--- src/rtl/lane_sram_pkg.sv ---
package lane_sram_pkg;
  localparam int DEF_LANES  = 4;
  localparam int DEF_LANE_W = 9;
  localparam int DEF_AW     = 6;

  typedef enum logic {
    ST_AWAKE  = 1'b0,
    ST_ASLEEP = 1'b1
  } doze_e;
endpackage

--- src/rtl/lane_doze_ctl.sv ---
module lane_doze_ctl #(
  parameter int ENTER = 2,
  parameter int EXIT  = 3
) (
  input  logic clk,
  input  logic rst_n,
  input  logic sleep,
  output logic asleep
);
  import lane_sram_pkg::*;

  localparam int MAXC = (ENTER > EXIT) ? ENTER : EXIT;
  localparam int CW   = $clog2(MAXC + 1);

  doze_e         state;
  logic [CW-1:0] cnt;
  logic [CW-1:0] lim_m1;
  logic          want;

  assign asleep = (state == ST_ASLEEP);
  assign want   = sleep;

  always_comb begin
    lim_m1 = asleep ? CW'(EXIT - 1) : CW'(ENTER - 1);
  end

  always_ff @(posedge clk) begin
    if (!rst_n) begin
      state <= ST_AWAKE;
      cnt   <= '0;
    end else if (want == asleep) begin
      cnt <= '0;
    end else if (cnt == lim_m1) begin
      state <= asleep ? ST_AWAKE : ST_ASLEEP;
      cnt   <= '0;
    end else begin
      cnt <= cnt + 1'b1;
    end
  end
endmodule

--- src/rtl/lane_req_stage.sv ---
module lane_req_stage #(
  parameter int LANES  = 4,
  parameter int LANE_W = 9,
  parameter int AW     = 6
) (
  input  logic                    clk,
  input  logic                    rst_n,
  input  logic                    accept,
  input  logic                    sel_n,
  input  logic                    sel,
  input  logic                    we_n,
  input  logic [LANES-1:0]        lane_en_n,
  input  logic [AW-1:0]           addr,
  input  logic [LANES*LANE_W-1:0] wdata,
  output logic [LANES-1:0]        wr_lanes,
  output logic [LANES-1:0]        rd_lanes,
  output logic [AW-1:0]           q_addr,
  output logic [LANES*LANE_W-1:0] q_wdata
);
  logic hit;
  assign hit = accept && !sel_n && sel;

  always_ff @(posedge clk) begin
    if (!rst_n) begin
      wr_lanes <= '0;
      rd_lanes <= '0;
      q_addr   <= '0;
      q_wdata  <= '0;
    end else begin
      wr_lanes <= (hit && !we_n) ? ~lane_en_n : '0;
      rd_lanes <= (hit &&  we_n) ? ~lane_en_n : '0;
      q_addr   <= addr;
      q_wdata  <= wdata;
    end
  end
endmodule

--- src/rtl/lane_mem_array.sv ---
module lane_mem_array #(
  parameter int LANES  = 4,
  parameter int LANE_W = 9,
  parameter int AW     = 6
) (
  input  logic                    clk,
  input  logic [LANES-1:0]        wr_lanes,
  input  logic [AW-1:0]           addr,
  input  logic [LANES*LANE_W-1:0] wdata,
  output logic [LANES*LANE_W-1:0] rdata
);
  localparam int DEPTH = 1 << AW;

  for (genvar g = 0; g < LANES; g++) begin : g_lane
    logic [LANE_W-1:0] cells [DEPTH];

    always_ff @(posedge clk) begin
      if (wr_lanes[g]) cells[addr] <= wdata[g*LANE_W +: LANE_W];
    end

    assign rdata[g*LANE_W +: LANE_W] = cells[addr];
  end
endmodule

--- src/rtl/lane_out_stage.sv ---
module lane_out_stage #(
  parameter int LANES  = 4,
  parameter int LANE_W = 9
) (
  input  logic                    clk,
  input  logic                    rst_n,
  input  logic                    pipe_mode,
  input  logic                    asleep,
  input  logic                    oe_n,
  input  logic [LANES-1:0]        rd_lanes,
  input  logic [LANES*LANE_W-1:0] mem_data,
  output logic [LANES*LANE_W-1:0] rdata,
  output logic [LANES-1:0]        lane_drv
);
  for (genvar g = 0; g < LANES; g++) begin : g_lane
    logic              p_en;
    logic [LANE_W-1:0] p_dat;
    logic              pick_en;
    logic [LANE_W-1:0] pick_dat;

    always_ff @(posedge clk) begin
      if (!rst_n) begin
        p_en  <= 1'b0;
        p_dat <= '0;
      end else begin
        p_en  <= rd_lanes[g] && !asleep;
        p_dat <= mem_data[g*LANE_W +: LANE_W];
      end
    end

    assign pick_en  = pipe_mode ? p_en  : rd_lanes[g];
    assign pick_dat = pipe_mode ? p_dat : mem_data[g*LANE_W +: LANE_W];
    assign lane_drv[g] = pick_en && !oe_n && !asleep;
    assign rdata[g*LANE_W +: LANE_W] = lane_drv[g] ? pick_dat : '0;
  end
endmodule

--- src/rtl/lane_sram_port.sv ---
module lane_sram_port #(
  parameter int LANES     = lane_sram_pkg::DEF_LANES,
  parameter int LANE_W    = lane_sram_pkg::DEF_LANE_W,
  parameter int AW        = lane_sram_pkg::DEF_AW,
  parameter int SLEEP_IN  = 2,
  parameter int SLEEP_OUT = 3
) (
  input  logic                    clk,
  input  logic                    rst_n,
  input  logic                    pipe_mode,
  input  logic                    sel_n,
  input  logic                    sel,
  input  logic                    we_n,
  input  logic [LANES-1:0]        lane_en_n,
  input  logic [AW-1:0]           addr,
  input  logic [LANES*LANE_W-1:0] wdata,
  input  logic                    oe_n,
  input  logic                    sleep,
  output logic [LANES*LANE_W-1:0] rdata,
  output logic [LANES-1:0]        lane_drv
);
  localparam int DW = LANES * LANE_W;

  logic             asleep;
  logic [LANES-1:0] wr_lanes;
  logic [LANES-1:0] rd_lanes;
  logic [AW-1:0]    q_addr;
  logic [DW-1:0]    q_wdata;
  logic [DW-1:0]    mem_data;

  lane_doze_ctl #(.ENTER(SLEEP_IN), .EXIT(SLEEP_OUT)) u_doze (
    .clk(clk), .rst_n(rst_n), .sleep(sleep), .asleep(asleep)
  );

  lane_req_stage #(.LANES(LANES), .LANE_W(LANE_W), .AW(AW)) u_req (
    .clk(clk), .rst_n(rst_n), .accept(!asleep),
    .sel_n(sel_n), .sel(sel), .we_n(we_n), .lane_en_n(lane_en_n),
    .addr(addr), .wdata(wdata),
    .wr_lanes(wr_lanes), .rd_lanes(rd_lanes),
    .q_addr(q_addr), .q_wdata(q_wdata)
  );

  lane_mem_array #(.LANES(LANES), .LANE_W(LANE_W), .AW(AW)) u_mem (
    .clk(clk), .wr_lanes(wr_lanes), .addr(q_addr),
    .wdata(q_wdata), .rdata(mem_data)
  );

  lane_out_stage #(.LANES(LANES), .LANE_W(LANE_W)) u_out (
    .clk(clk), .rst_n(rst_n), .pipe_mode(pipe_mode), .asleep(asleep),
    .oe_n(oe_n), .rd_lanes(rd_lanes), .mem_data(mem_data),
    .rdata(rdata), .lane_drv(lane_drv)
  );
endmodule

--- config.mk ---
export PLATFORM = sky130hd
export DESIGN_NAME = lane_sram_port
export DESIGN_NICKNAME = d
export VERILOG_FILES = /design/src/rtl/lane_sram_pkg.sv /design/src/rtl/lane_doze_ctl.sv /design/src/rtl/lane_req_stage.sv /design/src/rtl/lane_mem_array.sv /design/src/rtl/lane_out_stage.sv /design/src/rtl/lane_sram_port.sv
export SDC_FILE = /design/constraint.sdc
export NUM_CORES = 2
export LEC_CHECK = 0
export CELL_PAD_IN_SITES_DETAIL_PLACEMENT = 1
export CELL_PAD_IN_SITES_GLOBAL_PLACEMENT = 1
export CORE_ASPECT_RATIO = 1.4
export CORE_MARGIN = 2
export CORE_UTILIZATION = 39
export CTS_CLUSTER_SIZE = 14
export DETAILED_ROUTE_END_ITERATION = 8
export DONT_BUFFER_PORTS = 1
export PLACE_DENSITY = 0.66
export SLEW_MARGIN = 20
export SYNTH_ARGS = -nofsm -noshare
export SYNTH_HDL_FRONTEND = slang
export SYNTH_HIERARCHICAL = 1
export SYNTH_SLANG_ARGS = --single-unit
--- constraint.sdc ---
create_clock -name clk -period 5.35 [get_ports clk]
set_input_delay 0.2675 -clock clk [delete_from_list [all_inputs] [get_ports clk]]
set_output_delay 0.2675 -clock clk [all_outputs]
set_load 0.02 [all_outputs]
### Word level (Yosys, flattened, before mapping)

Memories as Yosys holds them, arrays and structs flattened. A register that Yosys moved wholly into a read port is not among the register bits.
Cells that the tools add are included.

| operators by class | value |
|---|---|
| add/sub/neg operators | 1 |
| equality and inequality tests | 2 |
| mux-type cells | 26 |
| bitwise gates (word level) | 3 |
| reduce and logical (&&, ||, !) cells | 24 |

Operators by type and width:

| kind | number |
|---|---|
| $mux W9 | 8 |
| $mux W6 | 4 |
| $logic_and A1 B1 Y1 | 16 |
| $mux W1 | 13 |
| $reduce_and A2 Y1 | 3 |
| $logic_not A1 Y1 | 4 |
| $not A4 Y4 | 1 |
| $reduce_or A3 Y1 | 1 |
| $add A2 B1 Y2 const B | 1 |
| $eq A2 B2 Y1 | 1 |
| $mux W2 | 1 |
| $not A1 Y1 | 2 |
| $eq A1 B1 Y1 | 1 |

| storage, ports and cells | value |
|---|---|
| register bits | 93 |
| RAM bits | 2304 |
| input port bits | 54 |
| word-level logic and storage cells | 74 |
| memories | 4 |

Memory list:

| name | depth | bits a word | rd ports | clocked after Yosys merged registers in | wr ports | RTL line | source |
|---|---|---|---|---|---|---|---|
| u_mem.g_lane[0].cells | 64 | 9 | 1 | 1 | 1 | lane_mem_array.sv:15 | `logic [LANE_W-1:0] cells [DEPTH];` |
| u_mem.g_lane[1].cells | 64 | 9 | 1 | 1 | 1 | lane_mem_array.sv:15 |  |
| u_mem.g_lane[2].cells | 64 | 9 | 1 | 1 | 1 | lane_mem_array.sv:15 |  |
| u_mem.g_lane[3].cells | 64 | 9 | 1 | 1 | 1 | lane_mem_array.sv:15 |  |

### Logic depth before layout (Yosys ltp)

| depth | value |
|---|---|
| depth in word-level cells | 5 |
| depth in mapped cells | 13 |
| gate-level depth less buffers | 8 |

### Cells and area by module

Netlist, hierarchy kept.

Modules (own cells, without submodules):

| module | times used | cells an instance | area each (um2) |
|---|---|---|---|
| lane_mem_array | 1 | 5023 | 87589.0 |
| lane_out_stage | 1 | 175 | 1786.7 |
| lane_req_stage | 1 | 111 | 1378.8 |
| lane_doze_ctl | 1 | 15 | 132.6 |
| lane_sram_port | 1 | 1 | 3.8 |

### Worst setup path after synthesis

No wires, ideal clock.

| timing path | value |
|---|---|
| path type | register to output |
| start | register u_req/q_addr[2] (netlist name) |
| end | output port rdata[12] |
| arrival | 2.373 ns |
| slack | 2.710 ns |
| cell stages (with the launch flop) | 13 |
| path buffers | 6 |
| cells stage by stage | dfxtp_1 -> buf_2 -> buf_4 -> buf_2 -> buf_2 -> buf_4 -> clkbuf_1 -> nand2_1 -> a21oi_1 -> nor4_1 -> nand3_1 -> mux2i_1 -> nor3_1 |

RTL lines:

| what | RTL line | source |
|---|---|---|
| to (decl) | lane_sram_port.sv:19 | `output logic [LANES*LANE_W-1:0] rdata,` |

==> run summary <==
Slew of the pin with the lowest slew margin - 1210 ps
GR Util All Layers - 24.4%
Insertion delay of the later-clocked pin in the worst-skew pair - 910 ps
Buffers added on ports - 0
Worst R2R Setup Slack - 1070 ps
Placer's final routability congestion estimate - 0.854
Number of buffers inserted during clock tree synthesis - 226
Min cycle time layout - 5240 ps
Cell with the most instances after synthesis - sky130_fd_sc_hd__edfxtp_1
Number of H-tree branching levels - 4
Setup Crit Path Kind - register to output pin
Grt met3 use - 3.92%
Worst hold path endpoint - u_req/q_wdata[23]
Hold_ws - 56.6 ps
Hpwl dp - 180000 um
Asr flop ratio synth - 0%
Met1 routing resource usage after global routing - 30.7%
Number of flops mapped to enable cells by yosys - 2304
Number of synthesized register bits - 2397
Worst min path class - input pin to register
Count of distinct cell types in the synthesized netlist - 68
Std-Cell Rows - 209
Outcome - completed
Avg Cell Area, Syn - 17.1 um2
Die Outline Area - 0.237 mm2
Hold Violations, Final - 0
Critical Path End Type - output pin
Largest net degree at the start of global routing - 90
Setup-violating endpoint count in the final report - 0
Syn-to-layout area delta - 13.5%
Most heavily used metal layer in global routing - met2
Count of pins on the block boundary - 94
Global-route wire length before repair - 417000 um
Multi-input combinational cell area - 0.0182 mm2
Synth Net Count - 5379
Number of warnings printed during yosys synthesis - 6
Synth cell count leaders - 2304 x sky130_fd_sc_hd__edfxtp_1, 632 x sky130_fd_sc_hd__a221oi_1, 548 x sky130_fd_sc_hd__nor2_1
Avg WL per Cell - 33.9 um
Max Freq - 191 MHz
Clock tree from TritonCTS - done
Total length of routed wires - 296000 um
Sum of overflow across all layers after global routing - 0
Leakage - 31.5 nW
Total power per unit cell area - 373 mW/mm2
Unrepaired setup endpoints after global routing - no
CTS Root Cell - sky130_fd_sc_hd__clkbuf_16
Netlist Area Pre-Place - 0.0909 mm2
Accumulated negative setup slack - 0 ps
Worst relative slew slack - 19.1%
Final Cycle Share - 97.9%
Maximum fanout along the worst path - 26
Largest cells by area after synthesis - sky130_fd_sc_hd__edfxtp_1 76%, sky130_fd_sc_hd__a221oi_1 6.1%, sky130_fd_sc_hd__nor2_1 2.3%
Average via count per standard cell - 6.20
Number of instances on the worst hold path - 2
Number of global-route vias before repair - 55.2k
Die height - 575 um
Data required time at the worst endpoint - 5080 ps
Residual DRC - 0
Layout filler cell count - 22.2k
Area of the core - 0.232 mm2
Reg-to-reg critical path startpoint - u_req/q_addr[0]
Sequential fraction of the synthesis area - 78.2%
Max Transition Viols Final - 0
# Max-Cap Violations - 0
Post-Synthesis Cells - 5325
Number of nets in the layout - 5526
Initial antenna violation count - 25
Worst-case clock skew - 66.2 ps
Starting Density - 39.2%
Die X - 412 um
CP Data Arrival Time - 4970 ps
Critical R2R Capture - u_out/g_lane[1].p_dat[2]
Crit start category - register
Count of nets left with antenna violations after detail routing - 0
Depth of the worst register-to-register path - 9
Most used DFF post-synth - sky130_fd_sc_hd__edfxtp_1
Largest area contributor in the synthesized netlist - sky130_fd_sc_hd__edfxtp_1
Share of the synthesized area in the top cell type - 76.1%
Worst Min Path Start - wdata[23]
Worst VDD drop - 0.290 mV
Number of iterations in the first detailed-routing pass - 6
Seq. cell area - 0.0711 mm2
Overall via count from detail_route - 54.0k
GR Layer Usage met2 - 41.2%
Violation count after the first detailed-routing iteration - 6408
Clock Path Buffers - 4
Clock Sink Count - 2397
Clock transition at the register clock pins on the worst setup and hold paths after CTS - 60 ps
Layout cells sized above 1 - 14.5%
[where the power goes]
part / internal [mW] / switching (mW) / leakage [nW]
logic: 0.635 / 1.72 / 6.99
registers: 20.6 / 0.0573 / 21.1
clock network: 8.50 / 6.95 / 3.40
[placed cells by master, fill, tap and decap left out, types with 70 or more instances in the layout]
master,instances
sky130_fd_sc_hd__a22oi_1,178
sky130_fd_sc_hd__nor3_1,70
sky130_fd_sc_hd__nor2_1,535
sky130_fd_sc_hd__and2_1,83
sky130_fd_sc_hd__edfxtp_1,2304
sky130_fd_sc_hd__o22ai_1,108
sky130_fd_sc_hd__o21ai_0,137
sky130_fd_sc_hd__nand2_1,91
sky130_fd_sc_hd__a221oi_1,632
sky130_fd_sc_hd__mux2i_1,165
sky130_fd_sc_hd__a21oi_1,84
sky130_fd_sc_hd__clkbuf_16,229
sky130_fd_sc_hd__buf_4,239
[how the worst max path moves through the flow]
stage / startpoint / endpoint / slack (ps) / cells after the start
after floorplan: u_req/q_addr[2] / rdata[12] / 2710 / 12
after global placement: u_req/q_addr[5] / rdata[5] / 40 / 9
after detailed placement: u_req/q_addr[5] / rdata[5] / 20 / 9
after CTS: u_req/q_addr[1] / rdata[12] / 3 / 12
after global routing: u_req/q_addr[5] / rdata[5] / 90 / 10
final: u_req/q_addr[0] / rdata[5] / 110 / 10
[stage by stage]
stage          cells  worst slack (ps)  total power, mW  utilization (%)  area (um2)
2_1_floorplan   5325              2710             22.2                -       90900
3_3_place_gp    8242              40.9             23.3             41.2       95500
3_5_place_dp    8243              18.6             23.3             41.2       95500
4_1_cts         8707              3.11             38.6             44.5      103000
5_1_grt         8713              92.8             39.4             44.5      103000
6_report        8715               114             38.5             44.5      103000
[metal layers]
metal	wire (um)	vias to the layer above
li1	-	22171
met1	110000	28446
met2	146000	2744
met3	23900	658
met4	15400	16
met5	118	-
[worst max-delay path, cell delays in order, from the launching register on]
cell and delay, ps:
sky130_fd_sc_hd__dfxtp_4 710, sky130_fd_sc_hd__inv_2 500, sky130_fd_sc_hd__buf_12 330, sky130_fd_sc_hd__nand2_1 100, sky130_fd_sc_hd__buf_4 320, sky130_fd_sc_hd__o22ai_1 240
sky130_fd_sc_hd__nor4_2 580, sky130_fd_sc_hd__nand3_1 320, sky130_fd_sc_hd__mux2i_1 620, sky130_fd_sc_hd__nor3_1 90, sky130_fd_sc_hd__buf_4 190
[registers in the layout (all words and copies together), names as in the netlist]
register / cells
u_req/q_addr: 6
u_mem/g_lane.cells: 2304
u_doze/cnt: 2
u_out/g_lane.p_en: 4
u_req/wr_lanes: 4
u_doze/asleep: 1
u_out/g_lane.p_dat: 36
u_req/rd_lanes: 4
u_req/q_wdata: 36
[cell families (layout without fill, tap and decap cells)]
family / Yosys count / count (layout) / share of synthesized area [%]
simple gates: 936 / 936 / 4.59
mux: 305 / 305 / 4.41
other cells: 0 / 6 / 0
compound gates: 1273 / 1273 / 10.8
flops: 2397 / 2397 / 78.2
buf+inv: 414 / 739 / 2.07
[final cells by class]
class,count,share of cell area [%]
Inverter,5,0.0303
Clock inverter,116,0.808
Sequential cell,2397,68.9
Clock buffer,290,5.89
Antenna cell,6,0.0146
Multi-Input combinational cell,2514,17.7
Tap cell,3059,3.71
Timing Repair Buffer,328,2.95
[repair_timing]
item,in CTS,in global routing
gates resized for setup,8,2
setup buffers,2,1
setup endpoints to repair,9,5
hold buffers,56,0
endpoints found under the hold margin,93,0
No activity file was read; power rests on OpenSTA's default activity.
